## src/rtl/slc_pkg.sv

```systemverilog
package slc_pkg;
    localparam int          LIM_PER_CH  = 4;
    localparam int          THR_W       = 10;
    localparam logic [7:0]  LIM_BASE    = 8'h80;
    localparam logic [7:0]  STAT_HI     = 8'h81;
    localparam logic [7:0]  STAT_LO     = 8'h82;
    localparam int          BIT_RST     = 15;
    localparam int          BIT_HLTH    = 14;
    localparam int          BIT_POFF    = 13;
    localparam int          BIT_SHDN    = 12;

    // request vector order: {reset, healthy-drop, poweroff, shutdown}
    typedef struct packed {
        logic rst;
        logic hlth;
        logic poff;
        logic shdn;
    } trig_t;

    typedef enum logic {ST_IDLE, ST_EVAL} seq_st_t;
endpackage

```

## src/rtl/slc_limit_bank.sv

```systemverilog
module slc_limit_bank
    import slc_pkg::*;
#(
    parameter int N_CHAN = 11
) (
    input  logic                              clk,
    input  logic                              rst_n,
    input  logic                              wr_en,
    input  logic [7:0]                        addr,
    input  logic [7:0]                        wdata,
    output logic [7:0]                        rdata,
    output logic [N_CHAN*LIM_PER_CH-1:0][15:0] words
);
    localparam int NW = N_CHAN * LIM_PER_CH;

    logic [7:0] off;
    logic       in_rng;
    logic [6:0] widx;

    assign off    = addr - LIM_BASE;
    assign widx   = off[7:1];
    assign in_rng = (addr >= LIM_BASE) && (int'(off) < NW * 2);

    for (genvar w = 0; w < NW; w++) begin : g_word
        always_ff @(posedge clk) begin
            if (!rst_n) begin
                words[w] <= '0;
            end else if (wr_en && in_rng && (int'(widx) == w)) begin
                if (off[0]) words[w][7:0]  <= wdata;
                else        words[w][15:8] <= wdata;
            end
        end
    end

    always_comb begin
        rdata = '0;
        for (int w = 0; w < NW; w++) begin
            if (in_rng && (int'(widx) == w))
                rdata = off[0] ? words[w][7:0] : words[w][15:8];
        end
    end

    AST_LIMIT_HOLD: assert property (@(posedge clk) disable iff (!rst_n)
        !wr_en |=> $stable(words));
endmodule

```

## src/rtl/slc_window_cmp.sv

```systemverilog
module slc_window_cmp
    import slc_pkg::*;
(
    input  logic                        is_temp,
    input  logic [THR_W-1:0]            code,
    input  logic [LIM_PER_CH-1:0][15:0] lims,
    output trig_t                       trig,
    output logic                        crit
);
    logic [THR_W-1:0]      key_s;
    logic [LIM_PER_CH-1:0] viol;

    // offset-binary key makes signed order match unsigned order
    assign key_s = is_temp ? {~code[THR_W-1], code[THR_W-2:0]} : code;

    for (genvar k = 0; k < LIM_PER_CH; k++) begin : g_lim
        logic [THR_W-1:0] thr, key_t;
        assign thr   = lims[k][THR_W-1:0];
        assign key_t = is_temp ? {~thr[THR_W-1], thr[THR_W-2:0]} : thr;
        if (k < LIM_PER_CH / 2) begin : g_under
            assign viol[k] = key_s < key_t;
        end else begin : g_over
            assign viol[k] = key_s > key_t;
        end
    end

    always_comb begin
        trig = '0;
        crit = 1'b0;
        for (int k = 0; k < LIM_PER_CH; k++) begin
            if (viol[k]) begin
                trig.rst  = trig.rst  | lims[k][BIT_RST];
                trig.hlth = trig.hlth | lims[k][BIT_HLTH];
                trig.poff = trig.poff | lims[k][BIT_POFF];
                trig.shdn = trig.shdn | lims[k][BIT_SHDN];
                crit = crit | lims[k][BIT_RST] | lims[k][BIT_POFF] | lims[k][BIT_SHDN];
            end
        end
    end
endmodule

```

## src/rtl/slc_fault_track.sv

```systemverilog
module slc_fault_track
    import slc_pkg::*;
#(
    parameter int N_CHAN = 11,
    parameter int CHAN_W = 4
) (
    input  logic              clk,
    input  logic              rst_n,
    input  logic              eval_en,
    input  logic [CHAN_W-1:0] chan,
    input  trig_t             trig,
    input  logic              crit,
    input  logic [15:0]       clr_mask,
    output logic [15:0]       fault,
    output trig_t             req
);
    trig_t       held [N_CHAN];
    logic [15:0] set_mask;

    always_comb begin
        set_mask = '0;
        for (int c = 0; c < N_CHAN; c++)
            if (eval_en && crit && (chan == CHAN_W'(c))) set_mask[c] = 1'b1;
    end

    for (genvar c = 0; c < N_CHAN; c++) begin : g_ch
        always_ff @(posedge clk) begin
            if (!rst_n)                                 held[c] <= '0;
            else if (eval_en && (chan == CHAN_W'(c)))   held[c] <= trig;
        end
    end

    always_ff @(posedge clk) begin
        if (!rst_n) fault <= '0;
        else        fault <= (fault & ~clr_mask) | set_mask;
    end

    always_comb begin
        req = '0;
        for (int c = 0; c < N_CHAN; c++) req = req | held[c];
    end

    AST_FAULT_HOLD: assert property (@(posedge clk) disable iff (!rst_n)
        (clr_mask == 16'h0) |=> ((fault & $past(fault)) == $past(fault)));
    AST_FAULT_SET_SRC: assert property (@(posedge clk) disable iff (!rst_n)
        !(eval_en && crit) |=> ((fault & ~$past(fault)) == 16'h0));
endmodule

```

## src/rtl/supply_limit_cmp.sv

```systemverilog
module supply_limit_cmp
    import slc_pkg::*;
#(
    parameter int N_CHAN    = 11,
    parameter int CHAN_W    = 4,
    parameter int TEMP_CHAN = 8
) (
    input  logic              clk,
    input  logic              rst_n,
    input  logic              smp_valid,
    input  logic [CHAN_W-1:0] smp_chan,
    input  logic [9:0]        smp_code,
    input  logic              reg_we,
    input  logic              reg_stat_sel,
    input  logic [7:0]        reg_addr,
    input  logic [7:0]        reg_wdata,
    output logic [7:0]        reg_rdata,
    output logic              req_reset,
    output logic              req_poweroff,
    output logic              req_shutdown,
    output logic              healthy
);
    localparam int NW = N_CHAN * LIM_PER_CH;

    seq_st_t            st_q, st_d;
    logic               take, eval_en;
    logic [CHAN_W-1:0]  cap_chan;
    logic [THR_W-1:0]   cap_code;
    logic [NW-1:0][15:0]          words;
    logic [LIM_PER_CH-1:0][15:0]  ch_lims;
    logic [7:0]         lim_rdata;
    logic [15:0]        fault, clr_mask;
    trig_t              trig, req;
    logic               crit;

    assign take = smp_valid && (int'(smp_chan) < N_CHAN);

    always_comb begin
        st_d = st_q;
        unique case (st_q)
            ST_IDLE: st_d = take ? ST_EVAL : ST_IDLE;  // capture / drop
            ST_EVAL: st_d = take ? ST_EVAL : ST_IDLE;  // chain / done
        endcase
    end

    always_ff @(posedge clk) begin
        if (!rst_n) begin
            st_q     <= ST_IDLE;
            cap_chan <= '0;
            cap_code <= '0;
        end else begin
            st_q <= st_d;
            if (take) begin
                cap_chan <= smp_chan;
                cap_code <= smp_code;
            end
        end
    end

    always_comb begin
        eval_en      = (st_q == ST_EVAL);
        req_reset    = req.rst;
        req_poweroff = req.poff;
        req_shutdown = req.shdn;
        healthy      = !req.hlth;
    end

    always_comb begin
        ch_lims = '0;
        for (int c = 0; c < N_CHAN; c++)
            if (cap_chan == CHAN_W'(c))
                for (int k = 0; k < LIM_PER_CH; k++)
                    ch_lims[k] = words[c*LIM_PER_CH + k];
    end

    always_comb begin
        clr_mask = '0;
        if (reg_we && reg_stat_sel) begin
            if (reg_addr == STAT_HI) clr_mask[15:8] = reg_wdata;
            if (reg_addr == STAT_LO) clr_mask[7:0]  = reg_wdata;
        end
    end

    always_comb begin
        if (!reg_stat_sel)            reg_rdata = lim_rdata;
        else if (reg_addr == STAT_HI) reg_rdata = fault[15:8];
        else if (reg_addr == STAT_LO) reg_rdata = fault[7:0];
        else                          reg_rdata = '0;
    end

    slc_limit_bank #(.N_CHAN(N_CHAN)) u_bank (
        .clk   (clk),
        .rst_n (rst_n),
        .wr_en (reg_we && !reg_stat_sel),
        .addr  (reg_addr),
        .wdata (reg_wdata),
        .rdata (lim_rdata),
        .words (words)
    );

    slc_window_cmp u_cmp (
        .is_temp (cap_chan == CHAN_W'(TEMP_CHAN)),
        .code    (cap_code),
        .lims    (ch_lims),
        .trig    (trig),
        .crit    (crit)
    );

    slc_fault_track #(.N_CHAN(N_CHAN), .CHAN_W(CHAN_W)) u_fault (
        .clk      (clk),
        .rst_n    (rst_n),
        .eval_en  (eval_en),
        .chan     (cap_chan),
        .trig     (trig),
        .crit     (crit),
        .clr_mask (clr_mask),
        .fault    (fault),
        .req      (req)
    );

    AST_EVAL_FOLLOWS: assert property (@(posedge clk) disable iff (!rst_n)
        take |=> (st_q == ST_EVAL));
    AST_BAD_CHAN_DROP: assert property (@(posedge clk) disable iff (!rst_n)
        (!take && st_q == ST_IDLE) |=> (st_q == ST_IDLE));
endmodule

```

## config.mk

```make
export PLATFORM = sky130hd
export DESIGN_NAME = supply_limit_cmp
export DESIGN_NICKNAME = d
export VERILOG_FILES = /design/src/rtl/slc_pkg.sv /design/src/rtl/slc_limit_bank.sv /design/src/rtl/slc_window_cmp.sv /design/src/rtl/slc_fault_track.sv /design/src/rtl/supply_limit_cmp.sv
export SDC_FILE = /design/constraint.sdc
export NUM_CORES = 2
export LEC_CHECK = 0
export ABC_AREA = 1
export CAP_MARGIN = 5
export CORE_AREA = 4 4 342 512
export CTS_BUF_LIST = sky130_fd_sc_hd__clkbuf_4 sky130_fd_sc_hd__clkbuf_8
export DETAILED_ROUTE_END_ITERATION = 6
export DIE_AREA = 0 0 346 516
export HOLD_SLACK_MARGIN = 0.06
export PLACE_DENSITY = 0.41
export SETUP_SLACK_MARGIN = 0.5
export SLEW_MARGIN = 20
export SYNTH_ARGS = -nofsm -noshare
export SYNTH_HDL_FRONTEND = slang
export SYNTH_HIERARCHICAL = 1
export SYNTH_SLANG_ARGS = --single-unit
```

## constraint.sdc

```tcl
create_clock -name clk -period 5.5 [get_ports clk]
set_clock_uncertainty 0.05 [all_clocks]
set_input_delay 0.825 -clock clk [delete_from_list [all_inputs] [get_ports clk]]
set_output_delay 0.825 -clock clk [all_outputs]
set_load 0.1 [all_outputs]
```

==> results.json <==
{
  "io_pins": 47,
  "utilization": 0.290,
  "hold_depth": 2,
  "cts_hold_buffers": 0,
  "worst_slew_pin_slew_ns": 1.11,
  "finalMaxSlewViolations": 0,
  "final-hold-violation-count": 0,
  "vias": 42600,
  "wl_per_cell_um": 23.9,
  "cp-start-kind": "input port",
  "core_sq_mm": 0.171,
  "cp-end-kind": "output pin",
  "clk_transition_reported_paths_ns": 0.06,
  "nNetsFinal": 6469,
  "die-width_um": 346,
  "r2r-end": "u_fault/fault[3]$_SDFF_PN0_",
  "place_inst": 8485,
  "critPathMaxFanout": 37,
  "critPathRequiredTime_ns": 4.62,
  "num_rows": 186,
  "antenna_found_initial": 5,
  "dp_hpwl_um": 154000,
  "start_util": 0.245,
  "wl_um": 209000,
  "clockRootBuffer": "clkbuf_8",
  "whs_ns": 0.377,
  "status": "complete, no violations",
  "grt-ovfl-total": 0,
  "drt-pass1-iter-count": 5,
  "die_area_sq_mm": 0.179,
  "r2r_cells": 22,
  "yosysWarnings": 6,
  "cts.path.max_buffers": 3,
  "final_common_cell": "nand2_1",
  "grt_pass1_wl_um": 294000,
  "ff_latch_area_sq_mm": 0.0160,
  "post_layout_nonfiller_instances": 8757,
  "r2r_setup_slack_ns": 0.76,
  "layout_common_cells": "1,096 x nand2_1, 867 x inv_1, 822 x o21ai_0",
  "clock_insertion_delay_worst_skew_ns": 0.89,
  "htreeDepth": 4,
  "critPathKind": "in2out",
  "area_delta_synth_final_pct": 18.2,
  "power_density_mw_per_mm2": 268,
  "postRouteAntennaNets": 0,
  "syn_nets": 6395,
  "hold_path.class": "reg2reg",
  "setup_viol_count_final": 0,
  "port_buffers": 46,
  "via_per_inst": 4.87,
  "avgSynthCellArea_sq_um": 6.62,
  "timing.fmax_ghz": 0.191,
  "multi_input_area_sq_mm": 0.0208,
  "dieHeight_um": 516,
  "grt_pass1_vias": 41200,
  "postSynthCellCount": 6322,
  "totalPowerFinal_w": 0.0133,
  "fin_crit_ns": 5.22,
  "leakage_nw": 18.7,
  "clock_sinks": 779,
  "slew_headroom": 0.260,
  "drtIter0Drc": 3011,
  "syn_area_sq_mm": 0.0418,
  "peakVddDrop_mv": 0.216,
  "place_congestion": 0.927,
  "grt_max_degree": 202,
  "grt_usage": 0.226,
  "arrival_ns": 4.35,
  "rsz0062_at_grt": "true",
  "cts_made_buffers": 141,
  "min_from": "u_fault/fault[11]$_SDFF_PN0_",
  "maxCapViolCount": 0,
  "cts_tree": "yes",
  "drcViolationCount": 0,
  "drive_gt1_frac": 0.135,
  "timing.rr.start": "cap_chan[1]$_SDFFE_PN0P_",
  "nFillCells": 19200,
  "min_to": "u_fault/fault[11]$_SDFF_PN0_",
  "post-route-period-util": 0.950
}
## registers in the layout (all words and copies together) (netlist names)
name	count
u_fault/held	44
eval_en	1
cap_code	10
cap_chan	4
u_bank/words	704
u_fault/fault	16
## how the worst max path moves through the flow
stage | to | slack (ns) | startpoint
finish | reg_rdata[7] | 0.28 | reg_addr[0]
global route | reg_rdata[3] | 0.01 | reg_addr[0]
CTS | reg_rdata[4] | 0.21 | u_bank/words[4]$_SDFFE_PN0P_
detailed placement | reg_rdata[0] | -0.13 | reg_addr[6]
global placement | reg_rdata[4] | -0.22 | reg_addr[6]
floorplan | reg_rdata[6] | 0.82 | reg_addr[0]
## report_power, final
group	leakage, nW	switching (W)	internal [W]
Combinational	10.8	0.00119	0.000424
Clock	1.53	0.00268	0.00319
Sequential	6.38	0.0000473	0.00572
Total	18.7	0.00392	0.00933
## area by class of cell
cell class | count | share of cell area
antenna | 1 | 0.0000506
clock buffer | 225 | 0.0563
clock inverter | 22 | 0.00240
inverter | 900 | 0.0688
multi-input combinational | 4178 | 0.421
sequential | 779 | 0.324
tap | 2256 | 0.0571
timing repair buffer | 395 | 0.0698
timing repair inverter | 1 | 0.000329
## worst max-delay path, stage by stage
cell,delay [ns]
buf_16,0.14
buf_12,0.17
buf_12,0.24
buf_4,0.38
buf_4,0.46
o21ai_0,0.34
o22ai_1,0.22
inv_1,0.07
nand2_1,0.07
nand4_1,0.08
nand2_1,0.12
nand4_1,0.08
nand2_1,0.12
nand4_1,0.09
nand2_1,0.13
nand4_1,0.14
nand2_1,0.14
nand2_2,0.08
nor2_2,0.12
a31oi_2,0.06
buf_12,0.20
## routing by layer
layer  up-vias  part of all wire  GRT usage
met5         -                 0          0
li1      20900                 -          -
met4         0             0.092      0.175
met1     20100              0.37      0.241
met3       453             0.033     0.0258
met2      1129              0.50      0.406
## metrics by stage
stage,area (sq um),setup TNS (ns),worst slack (ns)
after detailed placement,45900,-0.418,-0.128
after floorplan,41900,0,0.819
after CTS,49100,0,0.209
final,49500,0,0.276
after global routing,49500,0,0.0144
after global placement,45900,-1.07,-0.222
## what timing repair did
item | in CTS | in global routing
resized for setup | 69 | 83
buffers inserted | 14 | 6
endpoints found under the hold margin | 0 | 0
pin swaps | 43 | 72
gates cloned | 2 | 2
setup endpoints to repair | 8 | 11
Note: power is estimated with default switching activity, not from simulation.
